`config.mk`:
```
export PLATFORM = sky130hd
export DESIGN_NAME = csel_boot_decoder
export DESIGN_NICKNAME = d
export VERILOG_FILES = /design/src/rtl/csd_pkg.sv /design/src/rtl/csd_regs.sv /design/src/rtl/csd_match.sv /design/src/rtl/csd_cycle.sv /design/src/rtl/csel_boot_decoder.sv
export SDC_FILE = /design/constraint.sdc
export NUM_CORES = 1
export LEC_CHECK = 0
export BUFFER_PORTS_ARGS = -buffer_cell sky130_fd_sc_hd__buf_2
export CORE_ASPECT_RATIO = 0.75
export CORE_MARGIN = 2
export CORE_UTILIZATION = 60
export CTS_CLUSTER_SIZE = 25
export DETAILED_ROUTE_END_ITERATION = 8
export MAX_ROUTING_LAYER = met4
export PLACE_DENSITY_LB_ADDON = 0.15
export SETUP_SLACK_MARGIN = 0.4
export SLEW_MARGIN = 25
export SYNTH_ARGS = -nofsm -noshare
export SYNTH_HDL_FRONTEND = slang
export SYNTH_SLANG_ARGS = --single-unit
```
`constraint.sdc`:
```
create_clock -name clk -period 4.48 [get_ports clk]
set_clock_uncertainty 0.1 [all_clocks]
set_input_delay 0.224 -clock clk [delete_from_list [all_inputs] [get_ports clk]]
set_output_delay 0.224 -clock clk [all_outputs]
set_load 0.05 [all_outputs]
```
`src/rtl/csd_pkg.sv`:
```
package csd_pkg;

  typedef enum logic [1:0] {
    PW_32  = 2'b00,
    PW_8   = 2'b01,
    PW_16  = 2'b10,
    PW_RSV = 2'b11
  } port_width_e;

  typedef struct packed {
    logic [3:0] waits;
    logic       auto_ack;
    logic       be_on_read;
    logic [1:0] width;
  } sel_ctrl_t;

  localparam int CTRL_W = $bits(sel_ctrl_t);

  // lanes touched: bit i = lane i (lane 0 is the most significant byte)
  function automatic logic [3:0] lane_mask(input logic [1:0] width,
                                           input logic [1:0] xsize,
                                           input logic [1:0] alo);
    logic [3:0] m;
    case (width)
      PW_8:  m = 4'b0001;
      PW_16: m = (xsize == PW_8) ? (alo[0] ? 4'b0010 : 4'b0001) : 4'b0011;
      default: begin
        case (xsize)
          PW_8:    m = 4'b0001 << alo;
          PW_16:   m = alo[1] ? 4'b1100 : 4'b0011;
          default: m = 4'b1111;
        endcase
      end
    endcase
    return m;
  endfunction

  function automatic logic [1:0] width_code(input logic [1:0] width);
    return (width == PW_RSV) ? PW_32 : width;
  endfunction

  function automatic sel_ctrl_t boot_ctrl(input logic [7:0] straps);
    sel_ctrl_t c;
    c.width      = straps[6:5];
    c.be_on_read = straps[3];
    c.auto_ack   = straps[7];
    c.waits      = 4'hF;
    return c;
  endfunction

endpackage

```
`src/rtl/csd_regs.sv`:
```
module csd_regs
  import csd_pkg::*;
#(
  parameter int NSEL = 8,
  parameter int BW   = 16,
  localparam int SW  = $clog2(NSEL)
) (
  input  logic                     clk,
  input  logic                     rst_n,
  input  logic [7:0]               strap_d,
  input  logic                     cfg_we,
  input  logic [SW-1:0]            cfg_sel,
  input  logic [1:0]               cfg_field,
  input  logic [31:0]              cfg_wdata,
  output logic [NSEL-1:0][BW-1:0]  base,
  output logic [NSEL-1:0][BW-1:0]  mask,
  output logic [NSEL-1:0]          valid,
  output sel_ctrl_t [NSEL-1:0]     ctrl
);

  localparam sel_ctrl_t CTRL_RST = '{waits: 4'hF, auto_ack: 1'b1,
                                     be_on_read: 1'b1, width: PW_32};

  for (genvar g = 0; g < NSEL; g++) begin : g_sel
    logic hit_w;
    assign hit_w = cfg_we && (int'(cfg_sel) == g);

    always_ff @(posedge clk) begin
      if (!rst_n) begin
        base[g]  <= '0;
        mask[g]  <= '0;
        valid[g] <= 1'b0;
        if (g == 0) ctrl[g] <= boot_ctrl(strap_d);
        else        ctrl[g] <= CTRL_RST;
      end else if (hit_w) begin
        case (cfg_field)
          2'd0: base[g] <= cfg_wdata[BW-1:0];
          2'd1: begin
            mask[g]  <= cfg_wdata[BW-1:0];
            valid[g] <= cfg_wdata[BW];
          end
          2'd2: ctrl[g] <= sel_ctrl_t'(cfg_wdata[CTRL_W-1:0]);
          default: ;
        endcase
      end
    end
  end

endmodule

```
`src/rtl/csd_match.sv`:
```
module csd_match #(
  parameter int NSEL = 8,
  parameter int BW   = 16,
  localparam int SW  = $clog2(NSEL)
) (
  input  logic [BW-1:0]            upper,
  input  logic [NSEL-1:0][BW-1:0]  base,
  input  logic [NSEL-1:0][BW-1:0]  mask,
  input  logic [NSEL-1:0]          valid,
  output logic                     hit_any,
  output logic [SW-1:0]            hit_idx,
  output logic                     boot_mode
);

  function automatic logic in_range(input logic [BW-1:0] a,
                                    input logic [BW-1:0] b,
                                    input logic [BW-1:0] m);
    return ((a ^ b) & ~m) == '0;
  endfunction

  logic [NSEL-1:0] raw_hit;
  logic [NSEL-1:0] eff_hit;

  assign boot_mode = ~valid[0];

  for (genvar g = 0; g < NSEL; g++) begin : g_cmp
    assign raw_hit[g] = valid[g] && in_range(upper, base[g], mask[g]);
    if (g == 0) begin : g_boot
      assign eff_hit[g] = boot_mode | raw_hit[g];
    end else begin : g_lock
      assign eff_hit[g] = ~boot_mode & raw_hit[g];
    end
  end

  assign hit_any = |eff_hit;

  always_comb begin
    hit_idx = '0;
    for (int i = NSEL - 1; i >= 0; i--) begin
      if (eff_hit[i]) hit_idx = SW'(i);
    end
  end

endmodule

```
`src/rtl/csd_cycle.sv`:
```
module csd_cycle
  import csd_pkg::*;
#(
  parameter int NSEL = 8,
  localparam int SW  = $clog2(NSEL)
) (
  input  logic            clk,
  input  logic            rst_n,
  input  logic            xfer_start,
  input  logic            xfer_read,
  input  logic [1:0]      xfer_size,
  input  logic [1:0]      addr_lo,
  input  logic            hit_any,
  input  logic [SW-1:0]   hit_idx,
  input  sel_ctrl_t       hit_ctrl,
  input  logic            ext_ack,
  output logic [NSEL-1:0] cs_n,
  output logic [3:0]      be_n,
  output logic [1:0]      lane_size,
  output logic            ack,
  output logic            launch
);

  logic       busy;
  logic [3:0] wait_cnt;
  logic       auto_q;
  logic       count_done;

  assign launch     = xfer_start && !busy && hit_any;
  assign count_done = (wait_cnt == '0);
  assign ack        = busy && (auto_q ? count_done : ext_ack);

  always_ff @(posedge clk) begin
    if (!rst_n) begin
      busy      <= 1'b0;
      wait_cnt  <= '0;
      auto_q    <= 1'b0;
      cs_n      <= '1;
      be_n      <= '1;
      lane_size <= '0;
    end else if (launch) begin
      busy      <= 1'b1;
      wait_cnt  <= hit_ctrl.waits;
      auto_q    <= hit_ctrl.auto_ack;
      cs_n      <= ~(NSEL'(1) << hit_idx);
      be_n      <= (xfer_read && !hit_ctrl.be_on_read) ? 4'hF :
                   ~lane_mask(hit_ctrl.width, xfer_size, addr_lo);
      lane_size <= width_code(hit_ctrl.width);
    end else if (ack) begin
      busy      <= 1'b0;
      cs_n      <= '1;
      be_n      <= '1;
      lane_size <= '0;
    end else if (busy && !count_done) begin
      wait_cnt  <= wait_cnt - 4'd1;
    end
  end

endmodule

```
`src/rtl/csel_boot_decoder.sv`:
```
module csel_boot_decoder
  import csd_pkg::*;
#(
  parameter int NSEL = 8,
  parameter int AW   = 32,
  parameter int BW   = 16,
  localparam int SW  = $clog2(NSEL)
) (
  input  logic            clk,
  input  logic            rst_n,
  input  logic [7:0]      strap_d,
  input  logic            cfg_we,
  input  logic [SW-1:0]   cfg_sel,
  input  logic [1:0]      cfg_field,
  input  logic [31:0]     cfg_wdata,
  input  logic            xfer_start,
  input  logic            xfer_read,
  input  logic [1:0]      xfer_size,
  input  logic [AW-1:0]   xfer_addr,
  input  logic            ext_ack,
  output logic [NSEL-1:0] cs_n,
  output logic [3:0]      be_n,
  output logic [1:0]      lane_size,
  output logic            ack
);

  logic [NSEL-1:0][BW-1:0] base;
  logic [NSEL-1:0][BW-1:0] mask;
  logic [NSEL-1:0]         valid;
  sel_ctrl_t [NSEL-1:0]    ctrl;
  logic                    hit_any;
  logic [SW-1:0]           hit_idx;
  logic                    boot_mode;
  logic                    launch;
  sel_ctrl_t               hit_ctrl;

  csd_regs #(.NSEL(NSEL), .BW(BW)) u_regs (
    .clk(clk), .rst_n(rst_n), .strap_d(strap_d),
    .cfg_we(cfg_we), .cfg_sel(cfg_sel), .cfg_field(cfg_field),
    .cfg_wdata(cfg_wdata),
    .base(base), .mask(mask), .valid(valid), .ctrl(ctrl)
  );

  csd_match #(.NSEL(NSEL), .BW(BW)) u_match (
    .upper(xfer_addr[AW-1 -: BW]), .base(base), .mask(mask),
    .valid(valid), .hit_any(hit_any), .hit_idx(hit_idx),
    .boot_mode(boot_mode)
  );

  assign hit_ctrl = ctrl[hit_idx];

  csd_cycle #(.NSEL(NSEL)) u_cycle (
    .clk(clk), .rst_n(rst_n), .xfer_start(xfer_start),
    .xfer_read(xfer_read), .xfer_size(xfer_size),
    .addr_lo(xfer_addr[1:0]), .hit_any(hit_any), .hit_idx(hit_idx),
    .hit_ctrl(hit_ctrl), .ext_ack(ext_ack), .cs_n(cs_n), .be_n(be_n),
    .lane_size(lane_size), .ack(ack), .launch(launch)
  );

endmodule

```
==> summary.md <==
The initial core utilization was 0.6074. For this block, the initial DRC count from the detailed router was 1509. The multi-input gate area in the final layout is 7552 sq um.

Worst slew slack as a fraction of its limit: 0.3268. The biggest area contributor in the post-synthesis netlist is sky130_fd_sc_hd__dfxtp_1. Data on the critical path is required at its endpoint by 4.79 ns. Number of standard cells after synthesis: 1933. The first global-routing pass estimated 70280 um of wire. The setup total negative slack came out at 0 ns. Chip width: 187.1 um.

TritonCTS built the clock tree. From synthesis to final layout, the design area changed by 11.20%. Number of I/O pins: 100. Summed over all nets, the half-perimeter wirelength after detailed placement is 29620 um. The total global routing track utilization came out at 0.3554. After filler insertion, the fill cell instance count of the layout stands at 2088.

The clock slew at the register clock pins of the worst setup and hold paths is 0.06 ns, and the clock sink count is 348. In the routed design, unresolved DRC markers number 0. Ranked by total cell area, the synthesized netlist is headed by sky130_fd_sc_hd__dfxtp_1 (46%), sky130_fd_sc_hd__nand2_1 (17%), sky130_fd_sc_hd__a21oi_1 (9.6%). The overall die height works out to 141.3 um. The proportion of netlist area held by the largest area contributor came out at 0.4565. Summed over all layers, the routed wires come to 46520 um.

The post-synthesis async set-or-reset flop share is 0, and the maximum number of pins on one net before global-route repair is 157. Number of enable-type register cells in the synthesized netlist: 4. The run gives 15090 sq um as the area of the mapped netlist.

Using the TritonRoute via totals, the vias-per-cell ratio works out to 5.923. The number of input and output port buffers inserted works out to 66. The highest net fanout along the worst path was 7. Final number of setup-violating endpoints: 0. For the routability-driven placement congestion ratio, the log shows 0.9628. The type of origin of the critical path is a flop. The logs give 0 for the number of antenna-violating nets in the routed design and 283.9 uV for the worst IR drop on VDD. The slew of the pin with the lowest slew margin came out at 1.008 ns.

For the overall overflow remaining after global route, the log shows 0. The final layout contains 2037 nets. Registers take 7008 sq um. The run gives 4.20 ns as the critical path data arrival time. The deepest level of the CTS H-tree is 2. The run gives 0.54 ns as the clock latency at the later pin of the worst-skew pair. STA classifies the critical path endpoint as a flop.

Counting distinct cell types in the post-synthesis netlist gives 69. Area of the core: 24840 sq um. Power comes to 6.539 mW. Ratio of cells with drive above 1 in the final layout: 0.1005. The dominant synthesized flop cell was sky130_fd_sc_hd__dfxtp_1. The number of rows in the core area was 50. The sequential element share of the synthesized area was 0.4645; the number of CTS-inserted buffers was 35.

For this run, the detailed router's first-pass iteration total came to 7. Setup repair after global routing left no endpoint under its margin. The number of global-route vias before repair came out at 12560. In this run the clock root is driven by a sky130_fd_sc_hd__clkbuf_16.

Counting along the longest clock path gives a buffer depth of 3. The full die area was 26440 sq um; the mean routed wirelength per cell was 20.14 um. Number of antenna violations at the first check in global routing: 2.

The tools report the fmax as 257.1 MHz. The path class of the tightest hold or removal check is input pin to flop. Detailed routing inserted a total of 13680 vias. Counting instances in the post-synthesis netlist gives the leading cell types as sky130_fd_sc_hd__nand2_1 (675), sky130_fd_sc_hd__dfxtp_1 (344), sky130_fd_sc_hd__a21oi_1 (290). For this design the static power due to leakage is 5.704 nW.

A synthesized cell averages 7.804 sq um. The Yosys step of the flow raised 0 warnings. The run gives 0.6754 as the share of the core filled with cells. The synthesis-stage register bit count works out to 348. The max-slew violation total from the final report was 0. The number of nets handed over by synthesis was 2024.

The most frequent cell after synthesis is sky130_fd_sc_hd__nand2_1. The run gives 0 as the number of hold violations in the final report. The fraction of the cycle the final worst path needs was 0.8680; the power density of the placed cells was 389.8 nW/um^2. The setup path with the least slack is of type flop to flop. The run finished with clean final reports. The worst path in the final design needs a cycle of 3.889 ns, including I/O delays and setup. The tool flagged a number of max-cap violations equal to 0.
-- layout make-up --
| class | count | area share |
|---|---|---|
| clock buffer | 52 | 0.06079 |
| timing repair buffer | 104 | 0.03759 |
| multi-input combinational | 1446 | 0.4502 |
| antenna | 2 | 0.0002984 |
| clock inverter | 9 | 0.005221 |
| inverter | 11 | 0.002909 |
| sequential | 348 | 0.4178 |
| tap | 338 | 0.02521 |
-- power by group --
part	internal (mW)	switching, mW
Combinational	0.155	0.355
Sequential	3.14	0.0236
Clock	1.64	1.23
Total	4.93	1.60
-- what timing repair did --
item | CTS | global route
hold buffers | 6 | 0
endpoints found under the setup margin | 0 | 3
endpoints found under the hold margin | 7 | 0
resized for setup | 0 | 7
setup buffers | 0 | 2
-- flip-flops by register name (all words and copies together) (netlist names) --
register	count
u_cycle.busy	1
u_regs.valid	8
u_regs.base	128
u_cycle.lane_size	2
u_cycle.auto_q	1
u_cycle.wait_cnt	4
u_cycle.be_n	4
u_regs.ctrl	64
u_cycle.cs_n	8
u_regs.mask	128
-- kinds of logic after synthesis --
family | synth area share
fa+ha+maj | 0.004976
simple gates | 0.2298
buf+inv | 0.03964
mux | 0.02181
compound gates | 0.1628
flops | 0.4645
xor+xnor | 0.07647
-- worst max-delay path, stage by stage, from the launching register on --
cell	delay [ns]
sky130_fd_sc_hd__dfxtp_1	0.32
sky130_fd_sc_hd__xnor2_1	0.18
sky130_fd_sc_hd__o22ai_1	0.12
sky130_fd_sc_hd__nor4_2	0.40
sky130_fd_sc_hd__nand4_1	0.32
sky130_fd_sc_hd__o211a_1	0.40
sky130_fd_sc_hd__nor2_4	0.21
sky130_fd_sc_hd__mux2i_1	0.24
sky130_fd_sc_hd__mux2i_1	0.13
sky130_fd_sc_hd__o211ai_1	0.38
sky130_fd_sc_hd__ha_1	0.38
sky130_fd_sc_hd__nor3b_1	0.23
sky130_fd_sc_hd__a21oi_1	0.07
sky130_fd_sc_hd__o32a_1	0.29
-- metrics by stage --
| stage | setup slack, ns | hold WS, ns | cells | cell area (sq um) |
|---|---|---|---|---|
| after floorplan | 1.102 | 0.2600 | 1933 | 15090 |
| after global placement | 0.3484 | 0.3375 | 2239 | 15510 |
| after detailed placement | 0.2307 | 0.3469 | 2239 | 15540 |
| after CTS | 0.4189 | 0.02756 | 2306 | 16710 |
| after global routing | 0.4124 | 0.05716 | 2310 | 16770 |
| final | 0.5912 | 0.04251 | 2310 | 16770 |
-- metal layers --
| layer | GRT usage | share of wire |
|---|---|---|
| met3 | 0.09894 | 0.11 |
| met4 | 0.1583 | 0.046 |
| met1 | 0.4641 | 0.42 |
| met2 | 0.5158 | 0.43 |
| met5 | - | 0 |
-- cells in the final DEF (no fill, tap or decap), types with 7 or more instances in the layout --
master and count:
sky130_fd_sc_hd__buf_2 66, sky130_fd_sc_hd__nand2_1 675, sky130_fd_sc_hd__a21oi_1 290, sky130_fd_sc_hd__nor2_2 17
sky130_fd_sc_hd__o211ai_1 10, sky130_fd_sc_hd__nand3_1 49, sky130_fd_sc_hd__a22o_1 7, sky130_fd_sc_hd__clkbuf_8 8
sky130_fd_sc_hd__nand4_1 8, sky130_fd_sc_hd__clkbuf_16 35, sky130_fd_sc_hd__nand2b_1 8, sky130_fd_sc_hd__nor3_1 15
sky130_fd_sc_hd__clkbuf_1 9, sky130_fd_sc_hd__o22ai_1 59, sky130_fd_sc_hd__o21ai_0 17, sky130_fd_sc_hd__dfxtp_1 343
sky130_fd_sc_hd__mux2i_1 25, sky130_fd_sc_hd__xnor2_1 126, sky130_fd_sc_hd__buf_4 32, sky130_fd_sc_hd__nor2_1 30
sky130_fd_sc_hd__inv_1 10
-- worst paths after layout --
path                    start         endpoint  slack, ns  depth (start not counted)
max          u_regs.base[126]  u_cycle.be_n[1]       0.59                         13
min reg2reg   u_regs.valid[5]  u_regs.valid[5]       0.35                          2
min              xfer_addr[1]  u_cycle.be_n[2]       0.04                          5
max reg2reg  u_regs.base[126]  u_cycle.be_n[1]       0.59                         13
Power figures use the tool's default switching activity.
